`src/rtl/bank_sel_pkg.sv`:
```
package bank_sel_pkg;

  typedef enum logic [2:0] {
    MACH_GPCM  = 3'd0,
    MACH_SDRAM = 3'd1,
    MACH_PM_A  = 3'd2,
    MACH_PM_B  = 3'd3,
    MACH_PM_C  = 3'd4
  } mach_e;

  localparam logic [1:0] FIELD_BASE = 2'd0;
  localparam logic [1:0] FIELD_MASK = 2'd1;
  localparam logic [1:0] FIELD_ATTR = 2'd2;

  localparam int ATTR_VALID  = 0;
  localparam int ATTR_WPROT  = 1;
  localparam int ATTR_LOCAL  = 2;
  localparam int ATTR_MACH_L = 4;

  // reserved machine codes fold to the general-purpose machine
  function automatic logic [2:0] sanitize_mach(logic [2:0] code);
    return (code > 3'(MACH_PM_C)) ? 3'(MACH_GPCM) : code;
  endfunction

endpackage

```
`src/rtl/bank_regs.sv`:
```
module bank_regs
  import bank_sel_pkg::*;
#(
  parameter int NUM_BANKS = 12,
  parameter int ADDR_W    = 32,
  parameter int PAGE_W    = 15,
  parameter int IDX_W     = 4,
  parameter int BOOT_BANK = 0,
  localparam int CMP_W    = ADDR_W - PAGE_W
) (
  input  logic                            clk_i,
  input  logic                            rst_ni,
  input  logic                            cfg_we_i,
  input  logic [IDX_W-1:0]                cfg_bank_i,
  input  logic [1:0]                      cfg_field_i,
  input  logic [ADDR_W-1:0]               cfg_wdata_i,
  output logic [NUM_BANKS-1:0][CMP_W-1:0] base_o,
  output logic [NUM_BANKS-1:0][CMP_W-1:0] mask_o,
  output logic [NUM_BANKS-1:0]            valid_o,
  output logic [NUM_BANKS-1:0]            wprot_o,
  output logic [NUM_BANKS-1:0]            local_o,
  output logic [NUM_BANKS-1:0][2:0]       mach_o
);

  logic unused_wdata;
  assign unused_wdata = ^{cfg_wdata_i[PAGE_W-1:ATTR_MACH_L+3], cfg_wdata_i[3]};

  for (genvar b = 0; b < NUM_BANKS; b++) begin : g_bank
    logic sel;
    assign sel = cfg_we_i && (cfg_bank_i == IDX_W'(b));

    always_ff @(posedge clk_i or negedge rst_ni) begin
      if (!rst_ni) begin
        base_o[b]  <= '0;
        mask_o[b]  <= '0;
        valid_o[b] <= (b == BOOT_BANK);
        wprot_o[b] <= 1'b0;
        local_o[b] <= 1'b0;
        mach_o[b]  <= 3'(MACH_GPCM);
      end else if (sel) begin
        case (cfg_field_i)
          FIELD_BASE: base_o[b] <= cfg_wdata_i[ADDR_W-1:PAGE_W];
          FIELD_MASK: mask_o[b] <= cfg_wdata_i[ADDR_W-1:PAGE_W];
          FIELD_ATTR: begin
            valid_o[b] <= cfg_wdata_i[ATTR_VALID];
            wprot_o[b] <= cfg_wdata_i[ATTR_WPROT];
            local_o[b] <= cfg_wdata_i[ATTR_LOCAL];
            mach_o[b]  <= sanitize_mach(cfg_wdata_i[ATTR_MACH_L+:3]);
          end
          default: ;
        endcase
      end
    end

    // a stored machine code is never a reserved one
    a_r7_mach_legal: assert property (@(posedge clk_i) disable iff (!rst_ni)
      mach_o[b] <= 3'(MACH_PM_C));
  end

endmodule

```
`src/rtl/bank_match.sv`:
```
module bank_match #(
  parameter int NUM_BANKS = 12,
  parameter int ADDR_W    = 32,
  parameter int PAGE_W    = 15,
  localparam int CMP_W    = ADDR_W - PAGE_W
) (
  input  logic [ADDR_W-1:0]               addr_i,
  input  logic                            local_i,
  input  logic [NUM_BANKS-1:0][CMP_W-1:0] base_i,
  input  logic [NUM_BANKS-1:0][CMP_W-1:0] mask_i,
  input  logic [NUM_BANKS-1:0]            valid_i,
  input  logic [NUM_BANKS-1:0]            local_sel_i,
  output logic [NUM_BANKS-1:0]            hit_o
);

  logic [CMP_W-1:0] page;
  logic             unused_low;
  assign page       = addr_i[ADDR_W-1:PAGE_W];
  assign unused_low = ^addr_i[PAGE_W-1:0];

  for (genvar b = 0; b < NUM_BANKS; b++) begin : g_cmp
    assign hit_o[b] = valid_i[b] && (local_sel_i[b] == local_i)
                   && (((page ^ base_i[b]) & mask_i[b]) == '0);
  end

endmodule

```
`src/rtl/prio_pick.sv`:
```
module prio_pick #(
  parameter int NUM_BANKS = 12,
  parameter int IDX_W     = 4
) (
  input  logic [NUM_BANKS-1:0] hit_i,
  output logic [NUM_BANKS-1:0] win_oh_o,
  output logic [IDX_W-1:0]     win_idx_o,
  output logic                 any_o
);

  always_comb begin
    win_oh_o  = '0;
    win_idx_o = '0;
    any_o     = 1'b0;
    for (int b = 0; b < NUM_BANKS; b++) begin
      if (hit_i[b] && !any_o) begin
        any_o       = 1'b1;
        win_oh_o[b] = 1'b1;
        win_idx_o   = IDX_W'(b);
      end
    end
  end

  // the winner is one of the hitting banks
  a_r5_win_in_hits: assert final ((win_oh_o & ~hit_i) == '0);

endmodule

```
`src/rtl/bank_select_decoder.sv`:
```
module bank_select_decoder
  import bank_sel_pkg::*;
#(
  parameter int NUM_BANKS = 12,
  parameter int ADDR_W    = 32,
  parameter int PAGE_W    = 15,
  parameter int IDX_W     = 4,
  parameter int BOOT_BANK = 0
) (
  input  logic                 clk_i,
  input  logic                 rst_ni,
  input  logic                 cfg_we_i,
  input  logic [IDX_W-1:0]     cfg_bank_i,
  input  logic [1:0]           cfg_field_i,
  input  logic [ADDR_W-1:0]    cfg_wdata_i,
  input  logic                 req_valid_i,
  input  logic [ADDR_W-1:0]    req_addr_i,
  input  logic                 req_write_i,
  input  logic                 req_local_i,
  output logic [NUM_BANKS-1:0] cs_o,
  output logic [2:0]           mach_o,
  output logic                 prot_err_o,
  output logic                 miss_o
);

  localparam int CMP_W = ADDR_W - PAGE_W;

  logic [NUM_BANKS-1:0][CMP_W-1:0] base, mask;
  logic [NUM_BANKS-1:0]            valid, wprot, local_sel, hit, win_oh;
  logic [NUM_BANKS-1:0][2:0]       mach;
  logic [IDX_W-1:0]                win_idx;
  logic                            any_hit, blocked, grant;

  bank_regs #(
    .NUM_BANKS(NUM_BANKS), .ADDR_W(ADDR_W), .PAGE_W(PAGE_W),
    .IDX_W(IDX_W), .BOOT_BANK(BOOT_BANK)
  ) i_regs (
    .clk_i, .rst_ni, .cfg_we_i, .cfg_bank_i, .cfg_field_i, .cfg_wdata_i,
    .base_o(base), .mask_o(mask), .valid_o(valid), .wprot_o(wprot),
    .local_o(local_sel), .mach_o(mach)
  );

  bank_match #(.NUM_BANKS(NUM_BANKS), .ADDR_W(ADDR_W), .PAGE_W(PAGE_W)) i_match (
    .addr_i(req_addr_i), .local_i(req_local_i), .base_i(base), .mask_i(mask),
    .valid_i(valid), .local_sel_i(local_sel), .hit_o(hit)
  );

  prio_pick #(.NUM_BANKS(NUM_BANKS), .IDX_W(IDX_W)) i_pick (
    .hit_i(hit), .win_oh_o(win_oh), .win_idx_o(win_idx), .any_o(any_hit)
  );

  // protection of the winner is final: no fall-through to higher banks
  assign blocked = req_valid_i && any_hit && req_write_i && wprot[win_idx];
  assign grant   = req_valid_i && any_hit && !blocked;

  always_ff @(posedge clk_i or negedge rst_ni) begin
    if (!rst_ni) begin
      cs_o       <= '0;
      mach_o     <= 3'(MACH_GPCM);
      prot_err_o <= 1'b0;
      miss_o     <= 1'b0;
    end else begin
      cs_o       <= grant ? win_oh : '0;
      mach_o     <= grant ? mach[win_idx] : 3'(MACH_GPCM);
      prot_err_o <= blocked;
      miss_o     <= req_valid_i && !any_hit;
    end
  end

  a_r5_cs_onehot: assert property (@(posedge clk_i) disable iff (!rst_ni)
    $onehot0(cs_o));

  a_r8_miss_excl: assert property (@(posedge clk_i) disable iff (!rst_ni)
    miss_o |-> (cs_o == '0) && !prot_err_o);

  a_r6_err_excl: assert property (@(posedge clk_i) disable iff (!rst_ni)
    prot_err_o |-> (cs_o == '0));

  a_r6_err_on_write: assert property (@(posedge clk_i) disable iff (!rst_ni)
    req_valid_i && !req_write_i |=> !prot_err_o);

  a_r11_idle_quiet: assert property (@(posedge clk_i) disable iff (!rst_ni)
    !req_valid_i |=> (cs_o == '0) && !miss_o && !prot_err_o && (mach_o == 3'(MACH_GPCM)));

  a_r7_mach_idle: assert property (@(posedge clk_i) disable iff (!rst_ni)
    (cs_o == '0) |-> (mach_o == 3'(MACH_GPCM)));

  a_r1_one_result: assert property (@(posedge clk_i) disable iff (!rst_ni)
    req_valid_i |=> $countones({cs_o != '0, prot_err_o, miss_o}) == 1);

endmodule

```
`config.mk`:
```
export PLATFORM = sky130hd
export DESIGN_NAME = bank_select_decoder
export DESIGN_NICKNAME = d
export VERILOG_FILES = /design/src/rtl/bank_sel_pkg.sv /design/src/rtl/bank_regs.sv /design/src/rtl/bank_match.sv /design/src/rtl/prio_pick.sv /design/src/rtl/bank_select_decoder.sv
export SDC_FILE = /design/constraint.sdc
export NUM_CORES = 1
export LEC_CHECK = 0
export ABC_AREA = 0
export BUFFER_PORTS_ARGS = -buffer_cell sky130_fd_sc_hd__buf_4
export CAP_MARGIN = 30
export CORE_MARGIN = 2
export CORE_UTILIZATION = 61
export DETAILED_ROUTE_END_ITERATION = 8
export HOLD_SLACK_MARGIN = 0.02
export PLACE_DENSITY = 0.77
export SLEW_MARGIN = 20
export SYNTH_ARGS = -nofsm -noshare
export SYNTH_HDL_FRONTEND = slang
export SYNTH_HIERARCHICAL = 1
export SYNTH_SLANG_ARGS = --single-unit
export TNS_END_PERCENT = 50
```
`constraint.sdc`:
```
create_clock -name clk_i -period 3.65 [get_ports clk_i]
set_input_delay 0.73 -clock clk_i [delete_from_list [all_inputs] [get_ports clk_i]]
set_output_delay 0.73 -clock clk_i [all_outputs]
set_load 0.1 [all_outputs]
```
Word-level counts from Yosys, hierarchy flattened
Cells that the tools add are included.
Cells by class
  magnitude comparators: 2
  equality and inequality tests: 25
  muxes and demuxes: 41
  bitwise logic cells: 24
  reductions and logical operators: 115
Operators with widths (count)
  $and A17 B17 Y17: 12
  $logic_not A17 Y1: 12
  $xor A17 B17 Y17: 12
  $reduce_and A2 Y1: 36
  $logic_and A1 B1 Y1: 52
  $mux W1: 25
  $mux W3: 7
  $eq A4 B3 Y1 const B: 4
  $eq A4 B4 Y1 const B: 4
  $mux W4: 4
  $logic_not A1 Y1: 13
  $bmux W3 S4: 1
  $eq A1 B1 Y1: 12
  $mux W12: 1
  $eq A4 B2 Y1 const B: 2
  $lt A4 B5 Y1 const B: 1
  $bmux W1 S4: 1
  $eq A4 B1 Y1 const B: 1
  $logic_not A4 Y1: 1
  $mux W2: 2
  $gt A3 B3 Y1 const B: 1
  $eq A2 B1 Y1 const B: 1
  $eq A2 B2 Y1 const B: 1
  $logic_not A2 Y1: 1
Storage, ports and cells
  register bits: 497
  bits of input ports: 76
  output and inout port bits: 17
  logic and storage cells: 283

Longest topological paths before layout
Gate-level depths: netlist of run 1.
  depth in word-level cells: 44
  depth in mapped cells: 15
  mapped depth without buffers: 11

Hierarchy
Netlist of run 1, hierarchy kept.
Modules (own cells, without submodules)
  bank_regs: times used 1, cells each 1090, area an instance 18356.4 um^2, seq. area each 12012.8 um^2
  bank_match: times used 1, cells each 366, area an instance 3120.5 um^2, seq. area each 0.0 um^2
  bank_select_decoder: times used 1, cells each 77, area an instance 1106.1 um^2, seq. area each 425.4 um^2
  prio_pick: times used 1, cells each 34, area an instance 219.0 um^2, seq. area each 0.0 um^2

Worst setup path after synthesis of run 1
OpenSTA, ideal clock, no wires.
  kind: input port to flip-flop
  from: in req_addr_i[30]
  to: reg mach_o[0] (netlist name)
  arrival time: 3.686 ns
  required time: 3.520 ns
  path slack: -0.167 ns
  stages on the path: 14
  path buffers: 3
  path through: buf_2 > xor2_1 > a22o_1 > a221oi_1 > and4_1 > or4_4 > a211o_1 > o22ai_1 > buf_6 > buf_12 > mux4_2 > a22o_1 > a21oi_1 > nor3_1
RTL lines
  start: declaration: RTL line bank_select_decoder.sv:17  | input logic [ADDR_W-1:0] req_addr_i,

Worst setup path in the final report of run 1
  from: in req_addr_i[18]
  to: reg cs_o[0]
On the way
  elaborated cells on any way between the ends: 101
RTL lines
  $xor A17 B17 Y17 (*): RTL line bank_match.sv:23  | && (((page ^ base_i[b]) & mask_i[b]) == '0);
  $and A17 B17 Y17 (*): RTL line bank_match.sv:23
  $logic_not A17 Y1 (*): RTL line bank_match.sv:23
  $logic_and A1 B1 Y1 (*): RTL line bank_match.sv:23
  net hit[6]: RTL line bank_select_decoder.sv:29  | logic [NUM_BANKS-1:0] valid, wprot, local_sel, hit, win_oh;
  $logic_and A1 B1 Y1 (*): RTL line prio_pick.sv:16  | if (hit_i[b] && !any_o) begin
  $mux W1: RTL line prio_pick.sv:16
  $logic_not A1 Y1: RTL line prio_pick.sv:16
  [13 not listed]
  $mux W4 (*): RTL line prio_pick.sv:16
  net win_idx[1]: RTL line bank_select_decoder.sv:31  | logic [IDX_W-1:0] win_idx;
  $bmux W1 S4 (*): RTL line bank_select_decoder.sv:53  | assign blocked = req_valid_i && any_hit && req_write_i && wprot[win_idx];
  $mux W1 (implied by the code) (*): RTL line bank_select_decoder.sv:53
  $logic_and A1 B1 Y1 (*): RTL line bank_select_decoder.sv:53
  $logic_not A1 Y1 (*): RTL line bank_select_decoder.sv:54  | assign grant = req_valid_i && any_hit && !blocked;
  $logic_and A1 B1 Y1 (*): RTL line bank_select_decoder.sv:54
  $mux W12 (*): RTL line bank_select_decoder.sv:63  | cs_o <= grant ? win_oh : '0;
  end signal: assignment: RTL line bank_select_decoder.sv:63
  end: declaration: RTL line bank_select_decoder.sv:20  | output logic [NUM_BANKS-1:0] cs_o,
Mark *: on every way through the listed nets, which the timed path passes. The rest lies on a longest branch. The select of a mux whose other input is x is not followed.
A chain may end at the register's enable or synchronous reset.

==> flow_metrics.tcl, run 1 <==
set metrics [dict create \
    synth.top_cells.by_count "dfrtp_1, mux2_2, xor2_1" \
    start_util 0.621 \
    design.die.area_sq_mm 0.0389 \
    cts.sinks 497 \
    status "complete, no violations" \
    final_nets 1784 \
    cts.clk_slew.worst_paths_ps 60 \
    cts_root_buffer "clkbuf_16" \
    antenna_cells 0 \
    clkPwrFrac 0.357 \
    clockBufferDepth 3 \
    synth-async-reset-ratio 1.00 \
    finalInstanceArea_sq_mm 0.0262 \
    setup_viol 0 \
    cp_max_fo 15 \
    switchingPower_w 0.00365 \
    die_h_um 197 \
    numCtsBuffers 51 \
    worstRegToRegCells 12 \
    max_slew_margin 0.372 \
    r2r_end "mach_o[0]$_DFF_PN0_" \
    startpoint_type "input pin" \
    timing.rr.start "i_regs/base_o[16]$_DFFE_PN0P_" \
    dp_hpwl_mm 36.1 \
    antenna_found_initial 0 \
    grt_max_degree 101 \
    arrival_ps 4020 \
    hold_viol 0 \
    crit_type "in -> reg" \
    dr.pass1.iters 5 \
    io_buffer_count 68 \
    endpoint "cs_o[0]$_DFF_PN0_" \
    grt_pass1_wl_mm 85.0 \
    end_kind "flip-flop" \
    synth.avg_cell_area_sq_um 14.6 \
    synth-seq-cells 497 \
    fin_crit_sh 0.974 \
    synth_top_area_frac 0.544 \
    min_path_type "in -> async" \
    power_frac_seq 0.472 \
    power_density_mw_per_mm2 534 \
    drive_above_1_share 0.439 \
    grtUsageTotal 0.288 \
    clk_latency_ps 590 \
    die_x_um 197 \
    netlist_top_cells_area "dfrtp_1, mux2_2, xor2_1" \
    syn_nets 1643 \
    yosys.area.top_type "dfrtp_1" \
    ys_seq_area_frac 0.545 \
    cts_tree "done" \
    final_antenna_net_count 0 \
    yosys_warnings 6 \
    grt_overflow 0 \
    grt_pass1_vias 14600 \
    internal_power_w 0.0104 \
    vias 13500 \
    vdd_drop_max_uv 464 \
    synth_most_common_cell "dfrtp_1" \
    fmax_ghz 0.281 \
    p_comb_frac 0.170 \
    dpl_cell_area_sq_mm 0.0245 \
    dr.first_iter.drc_count 746 \
    num_io_pins 93 \
    power.leakage_nw 13.0 \
    wl_mm 54.0 \
    startpoint "req_addr_i[18]" \
    fill_cells 2483 \
    reg2reg_slack_ps 150 \
    pre_cts_slack_ps -600 \
    synthCells 1567 \
    via_per_inst 6.11 \
    switching_share 0.260 \
    maxSlewViolCount 0 \
    synth_ff_type "dfrtp_1" \
    yosys.cell_types.count 57 \
    period_needed_ps 3560 \
    finalClockSkew_ps 17.8 \
    area_growth_syn_to_layout_pct 14.9 \
    fp.coreArea_sq_mm 0.0367 \
    synth_edf_count 0 \
    gp_congestion 0.831 \
    setup_ws_ps 93.9 \
    syn_area_sq_mm 0.0228 \
    rows 70 \
    ctsHtreeMaxLevel 2 \
    cp.required_ps 4110 \
    max_cap_violations 0 \
    wl_per_cell_um 24.4 \
    worstMarginPinSlew_ps 939 \
    drc 0 \
]
-- how the worst min path moves through the flow --
stage	startpoint	end	slack, ps	cells after the start
after floorplan	rst_ni	cs_o[0]$_DFF_PN0_	430	0
after global placement	i_regs/mask_o[28]$_DFFE_PN0P_	i_regs/mask_o[28]$_DFFE_PN0P_	470	1
after detailed placement	i_regs/mask_o[28]$_DFFE_PN0P_	i_regs/mask_o[28]$_DFFE_PN0P_	480	1
after CTS	rst_ni	i_regs/base_o[77]$_DFFE_PN0P_	240	1
after global routing	rst_ni	i_regs/mask_o[77]$_DFFE_PN0P_	270	1
final	rst_ni	i_regs/mask_o[77]$_DFFE_PN0P_	210	1
-- placed cells by master (no fill, tap or decap), types with 3 or more instances in the layout --
| master | Yosys | final |
|---|---|---|
| nor3b_1 | 6 | 4 |
| inv_1 | 3 | 3 |
| a22o_1 | 63 | 63 |
| nor2_1 | 8 | 8 |
| and4_4 | 0 | 5 |
| clkbuf_16 | 0 | 53 |
| nand3_1 | 5 | 5 |
| a2111oi_2 | 2 | 4 |
| clkinv_2 | 0 | 7 |
| mux2_1 | 55 | 55 |
| and4_1 | 13 | 5 |
| a21oi_2 | 0 | 3 |
| dfrtp_1 | 496 | 496 |
| buf_12 | 1 | 18 |
| nor3_1 | 5 | 4 |
| mux4_2 | 6 | 6 |
| nor3b_2 | 10 | 12 |
| mux4_1 | 3 | 3 |
| and4_2 | 0 | 3 |
| clkbuf_8 | 0 | 10 |
| mux2_2 | 396 | 396 |
| nand2_1 | 21 | 21 |
| a221oi_2 | 1 | 3 |
| buf_4 | 4 | 166 |
| xor2_1 | 204 | 204 |
| mux2i_1 | 5 | 3 |
| xnor2_1 | 12 | 12 |
| nand2_4 | 3 | 3 |
| clkbuf_1 | 42 | 20 |
| nand2_2 | 18 | 18 |
| and4bb_2 | 4 | 4 |
| a2111oi_0 | 11 | 9 |
| mux2_4 | 30 | 30 |
| nor2b_1 | 12 | 11 |
| a221oi_1 | 36 | 34 |
| nor4b_4 | 3 | 3 |
| and3_1 | 4 | 4 |
-- registers in the layout, summed over array words and instances (netlist names) --
register        cells
i_regs/base_o     204
i_regs/mask_o     204
i_regs/mach_o      36
cs_o               12
i_regs/local_o     12
i_regs/valid_o     12
i_regs/wprot_o     12
mach_o              3
miss_o              1
prot_err_o          1
-- repair_timing --
item,CTS,global route
gates resized for setup,1,27
endpoints found under the hold margin,0,0
endpoints found under the setup margin,3,15
cloned,0,1
pin swaps,0,4
setup buffers,0,1
hold buffers,0,0
-- metrics by stage --
step           utilization  cells  setup TNS [ps]  hold WS (ps)  total power (W)
3_3_place_gp         0.667   2121          -10250           469          0.00889
5_1_grt              0.714   2215            -365           271           0.0146
4_1_cts              0.711   2213               0           240           0.0140
6_report             0.714   2215               0           207           0.0140
3_5_place_dp         0.667   2121           -9040           482          0.00901
2_1_floorplan            -   1567               0           434          0.00811
-- cell type report --
cell class,instances,area [sq um],area share
Sequential cell,497,12400,0.475
Multi-Input combinational cell,967,9900,0.378
Timing Repair Buffer,188,1670,0.0637
Clock buffer,82,1510,0.0578
Tap cell,468,586,0.0223
Clock inverter,10,90.1,0.00344
Inverter,3,11.3,0.000430
-- kinds of logic after synthesis --
group | count (synthesis) | synth area share
buffers and inverters | 103 | 0.0254
multiplexers | 495 | 0.254
XOR/XNOR | 216 | 0.0830
AND/OR/NAND/NOR | 131 | 0.0435
AO/OA/AOI/OAI | 125 | 0.0486
flip-flops | 497 | 0.545
-- critical path, stage by stage --
cell and delay (ps):
buf_4 160, buf_4 170, xor2_1 160, a22o_1 240
a2111oi_0 500, and4_2 460, or2_2 160, a211oi_1 70
o32ai_2 230, buf_4 240, nor2b_1 80, a221oi_2 290
and4_1 280, buf_12 160, nor3b_1 60
-- layer usage --
layer,up-vias,GRT usage,part of all wire
li1,5934,-,-
met1,7238,0.393,0.44
met2,269,0.483,0.50
met3,82,0.0398,0.036
met4,0,0.0894,0.025
met5,-,0,0
-- power by group through the flow --
stage               clock [W]  sequential (W)  combinational, W
floorplan                   0         0.00663           0.00148
global placement            0         0.00665           0.00224
detailed placement          0         0.00670           0.00231
CTS                   0.00508         0.00661           0.00233
global route          0.00531         0.00669           0.00257
finish                0.00501         0.00661           0.00238
Power figures use the tool's default switching activity.
==> inputs of run 2 (changes only) <==
Settings changed: SYNTH_HIERARCHICAL 1 to unset.
==> run 2 against run 1 <==
Effect of this change:
- global-route usage up 3.3 points
- count of clock-buffer cells in the layout down 7
- critical path depth down 2
- first-iteration DRC count up 45%
- via count up 12%
- critical path type is now reg -> reg
- critical endpoint is now cs_o[2]$_DFF_PN0_
- largest power group unchanged
==> flow_metrics.tcl, run 2 <==
set metrics [dict create \
    die_x_um 198 \
    cp.required_ps 4130 \
    internal_power_w 0.0108 \
    gp_congestion 0.917 \
    worstMarginPinSlew_ps 906 \
    cp_max_fo 15 \
    p_comb_frac 0.210 \
    cts.clk_slew.worst_paths_ps 60 \
    num_io_pins 93 \
    io_buffer_count 68 \
    synth-async-reset-ratio 1.00 \
    cts_tree "done" \
    yosys_warnings 0 \
    min_path_type "in -> async" \
    status "complete, no violations" \
    grt_pass1_vias 15800 \
    r2r_end "cs_o[2]$_DFF_PN0_" \
    final_common_cell "dfrtp_1" \
    vdd_drop_max_uv 430 \
    switchingPower_w 0.00423 \
    grt_overflow 0 \
    reg2reg_slack_ps 150 \
    period_needed_ps 3500 \
    power.leakage_nw 13.2 \
    cts_root_buffer "clkbuf_16" \
    timing.rr.start "i_regs.base_o[199]$_DFFE_PN0P_" \
    wl_per_cell_um 24.5 \
    synth-seq-cells 497 \
    synth_edf_count 0 \
    cpMaxStageDelayCell "or4_1" \
    ctsHtreeMaxLevel 2 \
    switching_share 0.281 \
    synth_most_common_cell "dfrtp_1" \
    grt_pass1_wl_mm 93.1 \
    hold_viol 0 \
    yosys.area.top_type "dfrtp_1" \
    synth.top_cells.by_count "dfrtp_1, mux2_2, xor2_1" \
    synth_top_area_frac 0.543 \
    maxSlewViolCount 0 \
    syn_area_sq_mm 0.0229 \
    fmax_ghz 0.285 \
    clkPwrFrac 0.348 \
    hold_buffers 0 \
    netlist_top_cells_area "dfrtp_1, mux2_2, xor2_1" \
    antenna_cells 0 \
    arrival_ps 3980 \
    fp.coreArea_sq_mm 0.0368 \
    dr.first_iter.drc_count 1084 \
    dr.pass1.iters 5 \
    yosys.cell_types.count 53 \
    die_h_um 198 \
    power_density_mw_per_mm2 561 \
    start_util 0.622 \
    fin_crit_sh 0.960 \
    drive_above_1_share 0.412 \
    final_nets 2041 \
    synth_ff_type "dfrtp_1" \
    grtUsageTotal 0.321 \
    clockBufferDepth 3 \
    drc 0 \
    setup_viol 0 \
    wl_mm 60.6 \
    synth.avg_cell_area_sq_um 13.0 \
    power_frac_seq 0.441 \
    area_growth_syn_to_layout_pct 17.2 \
    numCtsBuffers 50 \
    via_per_inst 6.13 \
    ys_seq_area_frac 0.544 \
    worstRegToRegCells 13 \
    startpoint_type "flip-flop" \
    synthCells 1754 \
    clk_latency_ps 590 \
    syn_nets 1830 \
    crit_type "reg -> reg" \
    design.die.area_sq_mm 0.0391 \
    max_cap_violations 0 \
    top_regs "i_regs.base_o: 204 flops, i_regs.mask_o: 204 flops, i_regs.mach_o: 36 flops" \
    dp_hpwl_mm 39.8 \
    max_slew_margin 0.396 \
    finalClockSkew_ps 14.5 \
    final_antenna_net_count 0 \
    rows 70 \
    cts.sinks 497 \
    end_kind "flip-flop" \
    final_cell_mix "dfrtp_1, mux2_2, buf_4, xor2_1, nand2_1" \
    power_w 0.0150 \
    grt_max_degree 108 \
    critical_path.cell_chain "xor2_1 -> a211oi_1 -> buf_4 -> nand3_1 -> or4_1 -> o21ai_2 -> a41oi_2 -> nand2_4 -> mux2_2 -> a221oi_4 -> o31ai_4 -> buf_12 -> nor4b_2" \
    whs_ps 230 \
    antenna_found_initial 1 \
    vias 15200 \
    post_cts_buffers 0 \
    critPathMaxStageDelay_ps 570 \
]
## run 2: cell types whose count changed after synthesis, sizes merged, moves of 19 or more
cell,change
nand2,+126
a22oi,+70
a22o,-63
nand4,+47
buf,-37
a221oi,-35
clkbuf,+25
o21ai,+25
nor2,+24
nor4,+19
## run 2: layout make-up
type                       count  area, sq um
sequential                   497        12400
multi-input combinational   1160         9990
fill                        2476         9990
timing repair buffer         247         2070
clock buffer                  75         1490
tap                          468          586
clock inverter                17          188
inverter                       9         33.8
## run 2: worst max path at each step
stage | startpoint | endpoint | slack [ps] | cells past startpoint
global route | req_addr_i[31] | cs_o[5]$_DFF_PN0_ | -9 | 17
global placement | req_addr_i[22] | cs_o[2]$_DFF_PN0_ | -300 | 14
floorplan | req_addr_i[22] | cs_o[10]$_DFF_PN0_ | 150 | 13
CTS | i_regs.base_o[54]$_DFFE_PN0P_ | cs_o[2]$_DFF_PN0_ | 90 | 14
detailed placement | req_addr_i[18] | cs_o[2]$_DFF_PN0_ | -390 | 15
finish | i_regs.base_o[199]$_DFFE_PN0P_ | cs_o[2]$_DFF_PN0_ | 150 | 13
## run 2: routing by layer
layer | track usage | vias to the layer above | share of wire
met1 | 0.442 | 7831 | 0.42
met2 | 0.514 | 547 | 0.47
met5 | 0 | - | 0
met4 | 0.128 | 0 | 0.040
li1 | - | 6631 | -
met3 | 0.0536 | 152 | 0.068
## run 2: worst max-delay path: cells and delay by family, from the launching register on
family,cells,cell delay [ps]
AOI/OAI and AO/OA,5,1080
xor gates and xnor gates,1,180
buffers and inverters,2,340
DFF,1,390
muxes,1,360
and+or+nand+nor,4,1040
## run 2: power groups by stage
stage	registers (W)	clock network [W]	logic, W
3_5_place_dp	0.00673	0	0.00310
2_1_floorplan	0.00678	0	0.00178
6_report	0.00664	0.00524	0.00316
4_1_cts	0.00664	0.00529	0.00313
5_1_grt	0.00672	0.00550	0.00342
3_3_place_gp	0.00668	0	0.00300
## run 2: through the flow
stage,cells,setup WS [ps],cell area [sq um],setup TNS [ps],utilization
CTS,2473,93.7,26800,0,0.728
global placement,2381,-302,25100,-3990,0.682
finish,2473,147,26800,0,0.729
detailed placement,2381,-391,25100,-4570,0.682
floorplan,1754,149,22900,0,-
global route,2473,-9.27,26800,-9.27,0.729
## run 2: repair_timing
item,4_1_cts,5_1_grt
gates resized for setup,0,3
hold endpoints to repair,0,0
endpoints found under the setup margin,0,5
## run 2: logic make-up (layout without fill, tap and decap cells)
logic type / after synthesis / in the layout / share of synthesized area
flops: 497 / 497 / 0.544
buf+inv: 97 / 348 / 0.0205
simple gates: 338 / 338 / 0.0755
compound gates: 125 / 125 / 0.0413
xor+xnor: 216 / 216 / 0.0827
mux: 481 / 481 / 0.236
==> inputs of run 3 (changes only) <==
Clock period 3.65 ns to 4 ns, I/O delays scaled along.
==> run 3 against run 2 <==
Effect of this change:
- design area decreased by 2.3%
- power decreased by 11%
- combinational power decreased by 13%
- clock skew decreased by 0.51 ps
- sequential power decreased by 8.9%
- first-iteration DRC count decreased by 7.7%
- core utilization decreased by 1.6 points
- wire length decreased by 3.1%
- global-route usage decreased by 1.0 points
- highest routed layer unchanged
==> flow_metrics.tcl, run 3 (same netlist as run 2, synthesis figures left out) <==
set metrics [dict create \
    timing.critical_path.buf_inv 4 \
    end_kind "flip-flop" \
    grt_pass1_vias 15300 \
    cts_tree "done" \
    via_per_inst 6.15 \
    vdd_drop_max_uv 387 \
    reg2reg_slack_ps 380 \
    cpMaxStageDelayCell "or4_4" \
    finalInstanceArea_sq_mm 0.0262 \
    fp.coreArea_sq_mm 0.0368 \
    rows 70 \
    final_util 0.712 \
    cp.required_ps 4430 \
    setup_viol 0 \
    die_x_um 198 \
    dp_hpwl_mm 38.3 \
    fill_cells 2543 \
    wl_per_cell_um 24.4 \
    dp.cells 2313 \
    drc 0 \
    num_io_pins 93 \
    dr.first_iter.drc_count 1000 \
    startpoint_type "input pin" \
    cts_resized 0 \
    io_buffer_count 68 \
    critical_path.cell_chain "buf_4 -> buf_4 -> xor2_1 -> nand2_1 -> and4_1 -> nand3_1 -> nor4_1 -> buf_12 -> or4_4 -> nand2_4 -> mux2_2 -> a221oi_2 -> o31ai_4 -> buf_12 -> nor4_1" \
    numCtsBuffers 51 \
    antenna_found_initial 0 \
    wl_mm 58.7 \
    drive_above_1_share 0.388 \
    power.leakage_nw 12.8 \
    grtUsageTotal 0.311 \
    arrival_ps 4140 \
    rsz0062_at_grt "false" \
    final_antenna_net_count 0 \
    cts_root_buffer "clkbuf_16" \
    final_cell_mix "dfrtp_1, mux2_2, xor2_1, nand2_1, buf_4" \
    final_nets 1974 \
    vias 14800 \
    min_path_type "in -> async" \
    power_density_mw_per_mm2 511 \
    startpoint "req_addr_i[31]" \
    grt_pass1_wl_mm 90.4 \
    whs_ps 282 \
    cts.clk_slew.worst_paths_ps 60 \
    timing.rr.start "i_regs.local_o[3]$_DFFE_PN0P_" \
    max_slew_margin 0.381 \
    maxSlewViolCount 0 \
    crit_type "in -> reg" \
    post_cts_buffers 0 \
    cts.sinks 497 \
    period_needed_ps 3700 \
    grt_overflow 0 \
    ctsHtreeMaxLevel 2 \
    start_util 0.622 \
    max_cap_violations 0 \
    critPathMaxStageDelay_ps 550 \
    grt_max_degree 114 \
    area_growth_syn_to_layout_pct 14.5 \
    setup_ws_ps 297 \
    status "complete, no violations" \
    fin_crit_sh 0.926 \
    cp_max_fo 15 \
    fmax_ghz 0.270 \
    cpLargestDelayFamily "simple AND/OR/NAND/NOR gates" \
    worstMarginPinSlew_ps 929 \
    antenna_cells 0 \
    pre_cts_slack_ps -171 \
    top_regs "i_regs.base_o: 204 flops, i_regs.mask_o: 204 flops, i_regs.mach_o: 36 flops" \
    finalClockSkew_ps 14.0 \
    dr.pass1.iters 5 \
    gp_congestion 0.960 \
    design.die.area_sq_mm 0.0391 \
    die_h_um 198 \
    clk_latency_ps 590 \
    hold_viol 0 \
    final_common_cell "dfrtp_1" \
    hold_buffers 0 \
    clockBufferDepth 3 \
    dpl_cell_area_sq_mm 0.0246 \
    fin_cells 2400 \
]
==> run 3: path summary, 6_finish.rpt <==
check | endpoint | cells after the start
min reg2reg | i_regs.mach_o[14]$_DFFE_PN0P_ | 2
max | cs_o[5]$_DFF_PN0_ | 15
max reg2reg | cs_o[5]$_DFF_PN0_ | 14
min | i_regs.base_o[94]$_DFFE_PN0P_ | 1
max in group asynchronous | i_regs.base_o[193]$_DFFE_PN0P_ | 2
min in group clk_i | miss_o$_DFF_PN0_ | 2
==> run 3: final cells by class <==
cell class	count	area, sq um	area share
clock buffer	76	1470	0.0562
clock inverter	11	111	0.00425
inverter	9	33.8	0.00129
multi-input combinational	1160	9960	0.380
sequential	497	12400	0.475
tap	468	586	0.0224
timing repair buffer	179	1590	0.0607
==> run 3: per-layer routing <==
layer	routed length [um]	global-route usage	part of all wire
met2	27600	0.500	0.47
met3	3810	0.0642	0.065
met5	0	0	0
met1	25700	0.431	0.44
met4	1630	0.0922	0.028
==> run 3: where the power goes <==
part	internal, W	switching, W
registers	0.00568	0.000379
logic	0.00129	0.00147
clock network	0.00266	0.00193
total	0.00962	0.00377
==> run 3: worst reg2reg max path: stages, from the launching register on <==
cell and delay [ps]:
dfrtp_1 400, xor2_1 160, a211oi_1 270, buf_4 190, nand3_1 80, nor3_2 190, buf_4 180, nor2_1 80
or4_4 520, nand2_4 100, mux2_2 340, a221oi_2 360, o31ai_4 100, buf_12 170, nor4_1 330
==> run 3: per-stage QoR <==
| stage | total power [W] | TNS, ps |
|---|---|---|
| after CTS | 0.0134 | 0 |
| after detailed placement | 0.00885 | -483 |
| final | 0.0134 | 0 |
| after global routing | 0.0139 | 0 |
| after global placement | 0.00873 | -29.6 |
| after floorplan | 0.00781 | 0 |
